**config.mk**
```make
export PLATFORM = sky130hd
export DESIGN_NAME = exc_entry_unit
export DESIGN_NICKNAME = d
export VERILOG_FILES = /design/src/rtl/exc_pkg.sv /design/src/rtl/exc_arbiter.sv /design/src/rtl/exc_map.sv /design/src/rtl/exc_bank.sv /design/src/rtl/exc_entry_unit.sv
export SDC_FILE = /design/constraint.sdc
export NUM_CORES = 1
export LEC_CHECK = 0
export BUFFER_PORTS_ARGS = -buffer_cell sky130_fd_sc_hd__buf_2
export CORE_ASPECT_RATIO = 1.2
export CORE_UTILIZATION = 49
export DETAILED_ROUTE_END_ITERATION = 8
export PLACE_DENSITY = 0.69
export SLEW_MARGIN = 20
export SYNTH_ARGS = -nofsm -noshare
export SYNTH_HDL_FRONTEND = slang
export SYNTH_HIERARCHICAL = 1
export SYNTH_SLANG_ARGS = --single-unit
```
**constraint.sdc**
```tcl
create_clock -name clk_i -period 11.1 [get_ports clk_i]
set_input_delay 0.555 -clock clk_i [delete_from_list [all_inputs] [get_ports clk_i]]
set_output_delay 0.555 -clock clk_i [all_outputs]
set_load 0.02 [all_outputs]
```
**src/rtl/exc_pkg.sv**
```systemverilog
package exc_pkg;

    localparam int NUM_EXC  = 7;
    localparam int IDX_W    = $clog2(NUM_EXC);
    localparam int NUM_BANK = 5;
    localparam int BANK_W   = $clog2(NUM_BANK);

    typedef logic [4:0] mode_t;

    localparam mode_t MODE_USR = 5'b10000;
    localparam mode_t MODE_FIQ = 5'b10001;
    localparam mode_t MODE_IRQ = 5'b10010;
    localparam mode_t MODE_SVC = 5'b10011;
    localparam mode_t MODE_ABT = 5'b10111;
    localparam mode_t MODE_UND = 5'b11011;

    // exception index = priority rank (0 highest)
    localparam int EXC_RST  = 0;
    localparam int EXC_DABT = 1;
    localparam int EXC_FIQ  = 2;
    localparam int EXC_IRQ  = 3;
    localparam int EXC_PABT = 4;
    localparam int EXC_UND  = 5;
    localparam int EXC_SWI  = 6;

    typedef struct packed {
        logic  i;
        logic  f;
        logic  t;
        mode_t mode;
    } stat_t;

    localparam int STAT_W = $bits(stat_t);

    typedef struct packed {
        logic              valid;
        logic [BANK_W-1:0] sel;
    } bank_ref_t;

    function automatic bank_ref_t bank_of(input mode_t m);
        bank_ref_t r;
        r.valid = 1'b1;
        unique case (m)
            MODE_FIQ: r.sel = BANK_W'(0);
            MODE_IRQ: r.sel = BANK_W'(1);
            MODE_SVC: r.sel = BANK_W'(2);
            MODE_ABT: r.sel = BANK_W'(3);
            MODE_UND: r.sel = BANK_W'(4);
            default: begin
                r.valid = 1'b0;
                r.sel   = '0;
            end
        endcase
        return r;
    endfunction

endpackage

```
**src/rtl/exc_arbiter.sv**
```systemverilog
module exc_arbiter
    import exc_pkg::*;
#(
    parameter int N  = NUM_EXC,
    parameter int IW = $clog2(N)
) (
    input  logic [N-1:0]  req_i,
    input  logic          irq_mask_i,
    input  logic          fiq_mask_i,
    output logic          hit_o,
    output logic [IW-1:0] idx_o
);

    logic [N-1:0] live;

    for (genvar g = 0; g < N; g++) begin : g_gate
        if (g == EXC_IRQ) begin : g_irq
            assign live[g] = req_i[g] & ~irq_mask_i;
        end else if (g == EXC_FIQ) begin : g_fiq
            assign live[g] = req_i[g] & ~fiq_mask_i;
        end else begin : g_open
            assign live[g] = req_i[g];
        end
    end

    always_comb begin
        hit_o = |live;
        idx_o = '0;
        for (int k = N - 1; k >= 0; k--) begin
            if (live[k]) idx_o = IW'(k);
        end
    end

endmodule

```
**src/rtl/exc_map.sv**
```systemverilog
module exc_map
    import exc_pkg::*;
(
    input  logic [IDX_W-1:0] idx_i,
    output mode_t            mode_o,
    output logic [4:0]       slot_o,
    output logic             set_f_o
);

    always_comb begin
        mode_o  = MODE_SVC;
        slot_o  = 5'h00;
        set_f_o = 1'b0;
        unique case (int'(idx_i))
            EXC_RST:  begin mode_o = MODE_SVC; slot_o = 5'h00; set_f_o = 1'b1; end
            EXC_DABT: begin mode_o = MODE_ABT; slot_o = 5'h10; end
            EXC_FIQ:  begin mode_o = MODE_FIQ; slot_o = 5'h1C; set_f_o = 1'b1; end
            EXC_IRQ:  begin mode_o = MODE_IRQ; slot_o = 5'h18; end
            EXC_PABT: begin mode_o = MODE_ABT; slot_o = 5'h0C; end
            EXC_UND:  begin mode_o = MODE_UND; slot_o = 5'h04; end
            EXC_SWI:  begin mode_o = MODE_SVC; slot_o = 5'h08; end
            default:  begin mode_o = MODE_SVC; slot_o = 5'h00; end
        endcase
    end

endmodule

```
**src/rtl/exc_bank.sv**
```systemverilog
module exc_bank
    import exc_pkg::*;
#(
    parameter int NB = NUM_BANK,
    parameter int BW = $clog2(NB),
    parameter int SW = STAT_W,
    parameter int AW = 32
) (
    input  logic          clk_i,
    input  logic          rst_ni,
    input  logic          we_i,
    input  logic [BW-1:0] wsel_i,
    input  logic [SW-1:0] wpsr_i,
    input  logic [AW-1:0] wlink_i,
    input  logic [BW-1:0] rsel_i,
    output logic [SW-1:0] rpsr_o,
    output logic [AW-1:0] rlink_o
);

    logic [SW-1:0] psr_q  [NB];
    logic [AW-1:0] link_q [NB];

    for (genvar b = 0; b < NB; b++) begin : g_bank
        always_ff @(posedge clk_i) begin
            if (!rst_ni) begin
                psr_q[b]  <= '0;
                link_q[b] <= '0;
            end else if (we_i && (wsel_i == BW'(b))) begin
                psr_q[b]  <= wpsr_i;
                link_q[b] <= wlink_i;
            end
        end
    end

    always_comb begin
        rpsr_o  = '0;
        rlink_o = '0;
        for (int k = 0; k < NB; k++) begin
            if (rsel_i == BW'(k)) begin
                rpsr_o  = psr_q[k];
                rlink_o = link_q[k];
            end
        end
    end

endmodule

```
**src/rtl/exc_entry_unit.sv**
```systemverilog
module exc_entry_unit
    import exc_pkg::*;
#(
    parameter int          XLEN     = 32,
    parameter logic [31:0] VEC_BASE = 32'h0000_0000
) (
    input  logic               clk_i,
    input  logic               rst_ni,
    input  logic [NUM_EXC-1:0] exc_req_i,
    input  logic [XLEN-1:0]    link_addr_i,
    input  logic               eret_i,
    input  logic               psr_we_i,
    input  logic [STAT_W-1:0]  psr_wdata_i,
    output logic               taken_o,
    output logic [IDX_W-1:0]   exc_idx_o,
    output logic [XLEN-1:0]    pc_o,
    output logic [STAT_W-1:0]  psr_o
);

    typedef struct packed {
        logic             taken;
        logic [IDX_W-1:0] idx;
        logic [XLEN-1:0]  pc;
        stat_t            psr;
    } core_t;

    localparam stat_t PSR_RESET = '{i: 1'b0, f: 1'b0, t: 1'b0, mode: MODE_USR};

    core_t st_d, st_q;

    logic             win_hit;
    logic [IDX_W-1:0] win_idx;
    mode_t            tgt_mode;
    logic [4:0]       tgt_slot;
    logic             tgt_set_f;
    bank_ref_t        tgt_bank, cur_bank;
    logic             bank_we;
    logic [STAT_W-1:0] bank_rpsr;
    logic [XLEN-1:0]  bank_rlink;

    exc_arbiter #(.N(NUM_EXC), .IW(IDX_W)) u_arb (
        .req_i      (exc_req_i),
        .irq_mask_i (st_q.psr.i),
        .fiq_mask_i (st_q.psr.f),
        .hit_o      (win_hit),
        .idx_o      (win_idx)
    );

    exc_map u_map (
        .idx_i   (win_idx),
        .mode_o  (tgt_mode),
        .slot_o  (tgt_slot),
        .set_f_o (tgt_set_f)
    );

    assign tgt_bank = bank_of(tgt_mode);
    assign cur_bank = bank_of(st_q.psr.mode);
    assign bank_we  = win_hit;

    exc_bank #(.NB(NUM_BANK), .BW(BANK_W), .SW(STAT_W), .AW(XLEN)) u_bank (
        .clk_i   (clk_i),
        .rst_ni  (rst_ni),
        .we_i    (bank_we),
        .wsel_i  (tgt_bank.sel),
        .wpsr_i  (st_q.psr),
        .wlink_i (link_addr_i),
        .rsel_i  (cur_bank.sel),
        .rpsr_o  (bank_rpsr),
        .rlink_o (bank_rlink)
    );

    always_comb begin
        st_d       = st_q;
        st_d.taken = 1'b0;
        if (win_hit) begin
            st_d.taken    = 1'b1;
            st_d.idx      = win_idx;
            st_d.pc       = XLEN'(VEC_BASE) + XLEN'(tgt_slot);
            st_d.psr.mode = tgt_mode;
            st_d.psr.t    = 1'b0;
            st_d.psr.i    = 1'b1;
            if (tgt_set_f) st_d.psr.f = 1'b1;
        end else if (eret_i && cur_bank.valid) begin
            st_d.psr = stat_t'(bank_rpsr);
            st_d.pc  = bank_rlink;
        end else if (psr_we_i) begin
            st_d.psr = stat_t'(psr_wdata_i);
        end
    end

    always_ff @(posedge clk_i) begin
        if (!rst_ni) begin
            st_q.taken <= 1'b0;
            st_q.idx   <= '0;
            st_q.pc    <= XLEN'(VEC_BASE);
            st_q.psr   <= PSR_RESET;
        end else begin
            st_q <= st_d;
        end
    end

    assign taken_o   = st_q.taken;
    assign exc_idx_o = st_q.idx;
    assign pc_o      = st_q.pc;
    assign psr_o     = st_q.psr;

endmodule

```
==> reports/qor.yml, run 1 <==
setup_path:
  slowest_stage: "nor3_2"
  path_class: "reg2reg"
  cp-end-kind: "flop"
  critPathMaxFanout: 25
  cp.arrival_ps: 4830
  slowest_delay_ps: 940
  required_ps: 11490
  critPathTopFamily: "simple AND/OR/NAND/NOR gates"
  crit_chain: "nor2b_1, nor4_2, nor2b_1, xnor2_1, nor2_1, xor2_1, nor3_2, nand2b_1, nor3_2, buf_4, and2_1"
  worst-path-buf-inv: 1
  start_kind: "flop"
power_and_ir_drop:
  power.total_mw: 2.13
  swShare: 0.240
  clock_power_share: 0.392
  pwr-share-comb: 0.102
  power_frac_seq: 0.506
  netSwitchingPower_mw: 0.512
  peakVddDrop_uv: 123
  p_int_mw: 1.62
  leakage_nw: 4.82
  p_per_area_nw_per_um2: 169
drt:
  dr_total_vias: 7312
  ant_nets: 0
  routedWlPerCell_um: 20.8
  firstDrtPassIters: 7
  routed_wl_um: 26800
  drc: 4
  drtIter0Drc: 549
  vias_per_cell: 5.67
global_routing:
  grt_remaining_overflow: 0
  grt_pass1_wl_um: 41700
  grt_use_total: 0.233
  grt_pass1_vias: 7287
  antenna_found_initial: 1
  grt_max_degree: 63
logic_synthesis:
  synth-seq-area-share: 0.623
  synth_ff_type: "edfxtp_1"
  synthMuxAreaShare: 0.0535
  syn-instance-count: 925
  ys_warn_count: 6
  ys_ff_latch: 244
  async_flop_share: 0
  synthAdderAreaFrac: 0
  synthDistinctLibCells: 50
  synth_top_family_by_area: "simple AND/OR/NAND/NOR gates"
  yosys.area_share.simple: 0.194
  synth_edf_count: 200
  syn_area_per_cell_um2: 12.0
  synth-xor-area-share: 0.00238
  synth_area_um2: 11100
  synth_compound_area_frac: 0.0904
placement:
  place_congestion: 0.761
  place_hpwl_um: 14900
  io_buffers: 94
worst_hold_path:
  min_path_type: "in2reg"
clock_network:
  clock-sinks: 244
  clock_latency_ps: 530
  cts_buffers: 25
  clockRootBuffer: "clkbuf_16"
  cts.repair.resized: 0
  cts_tree: "done"
  cts_hold_buf: 0
  cts.clk_slew.worst_paths_ps: 70
  post_cts_buffers: 0
  htreeDepth: 1
  max-clock-path-buffers: 3
timing:
  final.setup.tns_ps: 0
  rsz0062_at_grt: "no"
  fin_hold_ws_ps: 339
  clock.fmax_mhz: 225
  slew_viol_final: 0
  layout_min_cycle_time_ps: 4440
  finalCritPeriodShare: 0.400
  slew_headroom: 0.277
  tightest_slew_ps: 1080
  worst_clock_skew_ps: 14.3
  setup_viol: 0
  final_hold_viol_count: 0
floorplanning:
  die_w_um: 139
  start_util: 0.504
  rows: 59
  ios: 95
  coreArea_um2: 21900
  die_h_um: 167
  dieArea_um2: 23200
outcome:
  status: "finished, violations left"
  failed_checks: "design-rule violations"
flow_run:
  maxCapViolations: 0
cells_and_area:
  mostFrequentLayoutCells: "200 x and2_1, 200 x edfxtp_1, 110 x nand2_1"
  syn_to_final_growth_pct: 13.7
  layout-drive-gt1-share: 0.210
  nFillCells: 1792
  nets: 1047
  antenna_cells: 0
worst reg2reg max path, delay by kind of cell, from the launching register on:
kind,cells,cell delay [ps]
buffers and inverters,1,430
DFF,1,480
and+or+nand+nor,8,3120
xor gates and xnor gates,2,260
synthesized netlist by cell type, types with 2 or more instances:
| library cell | instances | share of area |
|---|---|---|
| a211oi_1 | 2 | 0.0014 |
| a21oi_1 | 28 | 0.013 |
| a2bb2oi_1 | 2 | 0.0016 |
| a31oi_1 | 45 | 0.025 |
| a32oi_1 | 38 | 0.030 |
| and2_1 | 200 | 0.11 |
| and4_1 | 2 | 0.0016 |
| buf_2 | 13 | 0.0059 |
| buf_4 | 8 | 0.0054 |
| buf_6 | 7 | 0.0071 |
| clkbuf_1 | 39 | 0.013 |
| conb_1 | 2 | 0.00068 |
| dfxtp_1 | 44 | 0.080 |
| edfxtp_1 | 200 | 0.54 |
| inv_1 | 7 | 0.0024 |
| mux2_2 | 41 | 0.042 |
| mux2i_1 | 13 | 0.012 |
| nand2_1 | 110 | 0.037 |
| nand2b_1 | 7 | 0.0040 |
| nand3_1 | 2 | 0.00091 |
| nand3b_1 | 2 | 0.0014 |
| nor2_1 | 56 | 0.019 |
| nor2b_1 | 5 | 0.0028 |
| nor3_1 | 7 | 0.0032 |
| nor4_2 | 2 | 0.0023 |
| o21ai_0 | 12 | 0.0054 |
| o22ai_1 | 2 | 0.0011 |
| o2bb2ai_1 | 3 | 0.0024 |
| o31ai_1 | 3 | 0.0020 |
| or3b_1 | 2 | 0.0016 |
| xnor2_1 | 2 | 0.0016 |
power by group through the flow:
stage | Sequential (mW) | Clock [mW] | Combinational, mW
floorplan | 1.10 | 0 | 0.138
global placement | 1.09 | 0 | 0.214
detailed placement | 1.10 | 0 | 0.216
CTS | 1.08 | 0.847 | 0.218
global route | 1.08 | 0.881 | 0.234
finish | 1.08 | 0.835 | 0.217
area by class of cell:
type / count / area (um^2) / area share
timing repair buffer: 111 / 611 / 0.0486
multi-input combinational: 607 / 3900 / 0.310
sequential: 244 / 6890 / 0.548
inverter: 7 / 26.3 / 0.00209
clock buffer: 29 / 641 / 0.0510
clock inverter: 17 / 160 / 0.0127
tap: 274 / 343 / 0.0273
state kept, by name, summed over array words and instances (netlist names):
| register | count |
|---|---|
| u_bank/link_q | 160 |
| psr_o | 8 |
| taken_o | 1 |
| pc_o | 32 |
| exc_idx_o | 3 |
| u_bank/psr_q | 40 |
kinds of logic (layout without fill, tap and decap cells):
logic type	after synthesis	count (layout)
simple gates	403	403
xor+xnor	3	3
other cells	2	3
compound gates	144	144
mux	54	54
buf+inv	75	164
flops	244	244
worst paths after layout:
| check | startpoint | to | slack (ps) | cells past startpoint |
|---|---|---|---|---|
| max | psr_o[6]$_SDFFE_PN0P_ | u_bank/link_q[3][28]$_SDFFCE_PN0P_ | 6660 | 11 |
| min | link_addr_i[7] | u_bank/link_q[3][7]$_SDFFCE_PN0P_ | 340 | 2 |
| max reg2reg | psr_o[6]$_SDFFE_PN0P_ | u_bank/link_q[3][28]$_SDFFCE_PN0P_ | 6660 | 11 |
| min reg2reg | pc_o[28]$_SDFFE_PP0P_ | pc_o[28]$_SDFFE_PP0P_ | 450 | 2 |
routing by layer:
metal	wire length [um]	global-route usage
met1	11500	0.311
met2	13200	0.400
met3	1610	0.0313
met4	444	0.0609
met5	11	0
stage by stage:
| stage | utilization | setup WS [ps] | area (um^2) | cells |
|---|---|---|---|---|
| floorplan | - | 5440 | 11100 | 926 |
| global placement | 0.535 | 6240 | 11700 | 1242 |
| detailed placement | 0.535 | 6130 | 11700 | 1242 |
| CTS | 0.572 | 6260 | 12500 | 1288 |
| global route | 0.573 | 6380 | 12600 | 1289 |
| finish | 0.573 | 6660 | 12600 | 1289 |
Note: power is estimated with default switching activity, not from simulation.
==> run 2, diff against run 1 <==
Clock period 11.1 ns to 4.2 ns, I/O delays scaled along.
==> run 2 against run 1 <==
Worst hold slack got worse by 320 ps. Core utilization increased by 0.29 points. Register-to-register slack got worse by 5900 ps. Power increased to 2.6 times the previous value. Clock-buffer cell count decreased by 1. Die area did not move. The run still ends with design-rule violations left. Wire length shrank 0.87%. Setup slack worse by 5900 ps.
==> reports/qor.yml, run 2 (same netlist as run 1, synthesis figures left out) <==
clock_network:
  max-clock-path-buffers: 3  # unchanged
  clock-sinks: 244  # unchanged
  htreeDepth: 1  # unchanged
  cts_tree: "done"
  cts.clk_slew.worst_paths_ps: 60  # about the same
  post_cts_buffers: 0  # unchanged
  cts_buffers: 25  # unchanged
  clock_latency_ps: 520  # about the same
  cts.repair.resized: 0  # unchanged
  clockRootBuffer: "clkbuf_16"
placement:
  place_area_um2: 11800  # +0.51%
  place_hpwl_um: 15700  # +5.1%
  dp.cells: 1250  # +0.64%
  place_congestion: 0.816  # +7.2%
  io_buffers: 94  # unchanged
worst_hold_path:
  min_path_type: "in2reg"
global_routing:
  grt_remaining_overflow: 0  # unchanged
  grt_pass1_vias: 7414  # +1.7%
  grt_max_degree: 45  # -29%
  grt_use_total: 0.230  # -0.00315
  grt_pass1_wl_um: 41000  # -1.6%
  antenna_found_initial: 1  # unchanged
flow_run:
  maxCapViolations: 0  # unchanged
setup_path:
  start_kind: "flop"
  critPathMaxFanout: 40  # +60%
  required_ps: 4350  # -7140 ps
  cp-end-kind: "flop"
  path_class: "reg2reg"
  cp.arrival_ps: 3610  # -1220 ps
timing:
  slew_viol_final: 0  # unchanged
  clock.fmax_mhz: 289  # +28%
  layout_min_cycle_time_ps: 3460  # -976 ps
  slew_headroom: 0.428  # +0.151
  final_hold_viol_count: 0  # unchanged
  final.setup.tns_ps: 0  # unchanged
  finalCritPeriodShare: 0.825  # +0.425
  rsz0062_at_grt: "no"
  setup_viol: 0  # unchanged
  worst_clock_skew_ps: 12.3  # -2.02 ps
  tightest_slew_ps: 854  # -224 ps
drt:
  drc: 10  # +6
  routedWlPerCell_um: 20.4  # -1.7%
  drtIter0Drc: 411  # -25%
  dr_total_vias: 7412  # +1.4%
  firstDrtPassIters: 8  # +1
  ant_nets: 0  # unchanged
  routed_wl_um: 26500  # -0.87%
  vias_per_cell: 5.70  # +0.51%
cells_and_area:
  nets: 1057  # +0.96%
  nFillCells: 1834  # +2.3%
  largest_reg_flops: 160  # unchanged
  fin_cells: 1300  # +0.85%
  fin_area_um2: 12600  # +0.51%
  regMostFlops: "u_bank/link_q"
  syn_to_final_growth_pct: 14.2
  mostFrequentLayoutCells: "200 x and2_1, 200 x edfxtp_1, 110 x nand2_1"
  layout-drive-gt1-share: 0.213  # +0.00283
  final_core_util: 0.576  # +0.00291
floorplanning:
  die_h_um: 167  # unchanged
  coreArea_um2: 21900  # unchanged
  ios: 95  # unchanged
  dieArea_um2: 23200  # unchanged
  die_w_um: 139  # unchanged
  rows: 59  # unchanged
  start_util: 0.504  # unchanged
power_and_ir_drop:
  power.total_mw: 5.59  # +160%
  p_per_area_nw_per_um2: 443  # +160%
  p_int_mw: 4.28  # +160%
  swShare: 0.235  # -0.00540
  netSwitchingPower_mw: 1.31  # +160%
  peakVddDrop_uv: 313  # +150%
  leakage_nw: 4.86  # +0.85%
  clock_power_share: 0.388  # -0.004
  pwr-share-comb: 0.103  # about the same
  power_frac_seq: 0.510  # +0.004
outcome:
  failed_checks: "design-rule violations"
  status: "finished, violations left"
## run 2: power groups by stage
| stage | registers (mW) | clock network (mW) | logic (mW) |
|---|---|---|---|
| after detailed placement | 2.90 | 0 | 0.574 |
| after global placement | 2.89 | 0 | 0.567 |
| after floorplan | 2.90 | 0 | 0.368 |
| after global routing | 2.86 | 2.30 | 0.622 |
| final | 2.85 | 2.17 | 0.574 |
| after CTS | 2.85 | 2.21 | 0.579 |
## run 2: critical path: stages (launching register included)
cell and delay (ps):
dfxtp_1 370, nor2b_1 260, a211oi_1 80, nor3_1 560
or3b_1 450, nand2_1 120, nor3_1 60, buf_4 180
nand2b_1 270, o21ai_4 180, buf_4 490
## run 2: worst paths after layout
kind	depth (start not counted)	end	startpoint	slack (ps)
setup / recovery	10	u_bank/psr_q[3][4]$_SDFFCE_PN0P_	psr_o[6]$_SDFFE_PN0P_	740
hold / removal	2	u_bank/link_q[2][14]$_SDFFCE_PN0P_	link_addr_i[14]	20
hold reg to reg	2	pc_o[27]$_SDFFE_PP0P_	pc_o[27]$_SDFFE_PP0P_	450
setup reg to reg	10	u_bank/psr_q[3][4]$_SDFFCE_PN0P_	psr_o[6]$_SDFFE_PN0P_	740
## run 2: metal layers
metal	track usage	vias up	routed length, um
li1	-	3479	-
met1	0.281	3702	10800
met2	0.426	190	14000
met3	0.0276	41	1220
met4	0.0599	0	458
met5	0	-	0
## run 2: repair_timing
item,4_1_cts,5_1_grt
setup endpoints to repair,0,0
hold buffers,3,0
endpoints found under the hold margin,8,0
## run 2: layout make-up
type,count,area (um^2),area share
antenna,1,2.50,0.000198
clock buffer,28,637,0.0504
clock inverter,18,165,0.0131
inverter,7,26.3,0.00208
multi-input combinational,607,3880,0.307
sequential,244,6890,0.545
tap,274,343,0.0271
timing repair buffer,121,693,0.0549
## run 2: per-stage QoR
| stage | hold WS (ps) | setup WS (ps) |
|---|---|---|
| after floorplan | 303 | -422 |
| after global placement | 441 | 901 |
| after global routing | 9.72 | 491 |
| after detailed placement | 447 | 822 |
| after CTS | 1.12 | 818 |
| final | 16.1 | 736 |
==> run 3, diff against run 2 <==
Clock period 4.2 ns to 3.4 ns, I/O delays scaled along.
==> run 3 against run 2 <==
The run still ends with design-rule violations left. Die area is the same. Wire length down 1.7%. Final cell count grew 3.5%. Largest power group unchanged. Highest routed layer unchanged. Setup slack got worse by 520 ps. Final area rose by 3.4%. Flip-flop and latch count unchanged. Clock power up 16%. Power is 21% higher. Non-clock buffer count is 48 higher. Sequential share of layout area down 1.8 points. Clock-buffer cell count rose by 3. Worst hold slack worse by 5.7 ps.
==> reports/qor.yml, run 3 (same netlist as run 1, synthesis figures left out) <==
outcome:
  status: "finished, violations left"
  failed_checks: "design-rule violations"
floorplanning:
  dieArea_um2: 23200  # unchanged
  die_w_um: 139  # unchanged
  rows: 59  # unchanged
  die_h_um: 167  # unchanged
  start_util: 0.504  # unchanged
  coreArea_um2: 21900  # unchanged
  ios: 95  # unchanged
global_routing:
  grt_pass1_vias: 7375  # -0.53%
  grt_max_degree: 41  # -8.9%
  grt_pass1_wl_um: 40800  # -0.56%
  grt_use_total: 0.227  # -0.00218
  grt_remaining_overflow: 0  # unchanged
  antenna_found_initial: 0  # -1
clock_network:
  cts_buffers: 25  # unchanged
  htreeDepth: 1  # unchanged
  max-clock-path-buffers: 3  # unchanged
  cts_tree: "done"
  cts.clk_slew.worst_paths_ps: 60  # about the same
  clock-sinks: 244  # unchanged
  clockRootBuffer: "clkbuf_16"
  clock_latency_ps: 520  # about the same
setup_path:
  cp-end-kind: "flop"
  start_kind: "flop"
  path_class: "reg2reg"
  reg2reg_from: "psr_o[6]$_SDFFE_PN0P_"
  reg2reg_slack_ps: 210  # -520 ps
  crit_path_start: "psr_o[6]$_SDFFE_PN0P_"
  r2r-end: "u_bank/link_q[4][12]$_SDFFCE_PN0P_"
  required_ps: 3780  # -570 ps
  rr_worst_depth: 10  # unchanged
  cp.arrival_ps: 3560  # -50 ps
  critPathMaxFanout: 22  # -45%
timing:
  worst_clock_skew_ps: 15.2  # +2.97 ps
  layout_setup_ws_ps: 213  # -523 ps
  fin_hold_ws_ps: 10.3  # -5.75 ps
  final.setup.tns_ps: 0  # unchanged
  rsz0062_at_grt: "no"
  slew_headroom: 0.440  # +0.0120
  slew_viol_final: 0  # unchanged
  layout_min_cycle_time_ps: 3190  # -277 ps
  finalCritPeriodShare: 0.937  # +0.113
  clock.fmax_mhz: 314  # +8.7%
  final_hold_viol_count: 0  # unchanged
  tightest_slew_ps: 840  # -14.2 ps
  setup_viol: 0  # unchanged
drt:
  ant_nets: 0  # unchanged
  dr_total_vias: 7456  # +0.59%
  drtIter0Drc: 506  # +23%
  wl_met1_um: 11100  # +2.0%
  vias_per_cell: 5.54  # -2.8%
  highest_layer: "met4"
  wl_met3_um: 1220  # -0.16%
  routedWlPerCell_um: 19.4  # -5.1%
  routed_wl_um: 26100  # -1.7%
  firstDrtPassIters: 9  # +1
  wl_met2_um: 13400  # -4.6%
  drc: 3  # -7
cells_and_area:
  fin_cells: 1346  # +3.5%
  antenna_cells: 0  # -1
  fin_area_um2: 13100  # +3.4%
  regArea_um2: 6890  # unchanged
  mostFrequentLayoutCells: "200 x and2_1, 200 x edfxtp_1, 110 x nand2_1"
  nets: 1105  # +4.5%
  nFillCells: 1740  # -5.1%
  multi_input_area_um2: 3920  # +1.0%
  syn_to_final_growth_pct: 18.1
  largest_reg_flops: 160  # unchanged
  final_core_util: 0.596  # +0.0195
  regMostFlops: "u_bank/link_q"
  layout-drive-gt1-share: 0.220  # +0.00747
power_and_ir_drop:
  power.total_mw: 6.79  # +21%
  peakVddDrop_uv: 428  # +37%
  p_per_area_nw_per_um2: 520  # +17%
  leakage_nw: 5.05  # +4.0%
placement:
  io_buffers: 94  # unchanged
  dp.cells: 1269  # +1.5%
  dp_slack_ps: 62.7  # -759 ps
  place_hpwl_um: 15900  # +1.3%
  place_congestion: 0.818  # +0.25%
  place_area_um2: 12000  # +1.7%
worst_hold_path:
  min_path_type: "in2reg"
  hold_end: "u_bank/link_q[3][6]$_SDFFCE_PN0P_"
  holdPathStages: 2  # unchanged
  min-delay-start: "link_addr_i[6]"
flow_run:
  maxCapViolations: 0  # unchanged
## run 3: cell type report
class                           instances  area share
Clock buffer                           31      0.0496
Tap cell                              274      0.0263
Clock inverter                         14     0.00661
Timing Repair Buffer                  169      0.0881
Inverter                                7     0.00201
Sequential cell                       244       0.527
Multi-Input combinational cell        607       0.300
## run 3: worst max-delay path by stage
stage                                              end  depth (start not counted)
floorplan            u_bank/link_q[0][0]$_SDFFCE_PN0P_                          8
CTS                 u_bank/link_q[4][18]$_SDFFCE_PN0P_                         10
finish              u_bank/link_q[4][12]$_SDFFCE_PN0P_                         10
global route         u_bank/link_q[4][7]$_SDFFCE_PN0P_                         10
detailed placement   u_bank/link_q[4][2]$_SDFFCE_PN0P_                         10
global placement     u_bank/link_q[4][1]$_SDFFCE_PN0P_                         10
## run 3: worst max-delay path: stages (launching register included)
cell,delay (ps)
dfxtp_1,390
nor2b_2,200
a211oi_1,80
nor3_2,390
or3b_1,430
nand2_1,150
nor3b_1,90
nand3b_1,310
nor2_4,470
buf_4,360
and2_1,160
## run 3: power by group
| part | switching (mW) | internal, mW | total (mW) |
|---|---|---|---|
| clock | 1.09 | 1.42 | 2.51 |
| combinational | 0.462 | 0.309 | 0.771 |
| sequential | 0.0611 | 3.45 | 3.51 |
## run 3: timing repair
item / CTS / global route
setup buffers: 0 / 0
resized for setup: 0 / 2
hold buffers: 32 / 0
hold endpoints to repair: 130 / 0
setup endpoints to repair: 0 / 47
## run 3: per-layer routing
metal,track usage,up-vias
met5,0,-
met4,0.0618,0
met3,0.0288,25
met2,0.409,186
met1,0.288,3684
li1,-,3561
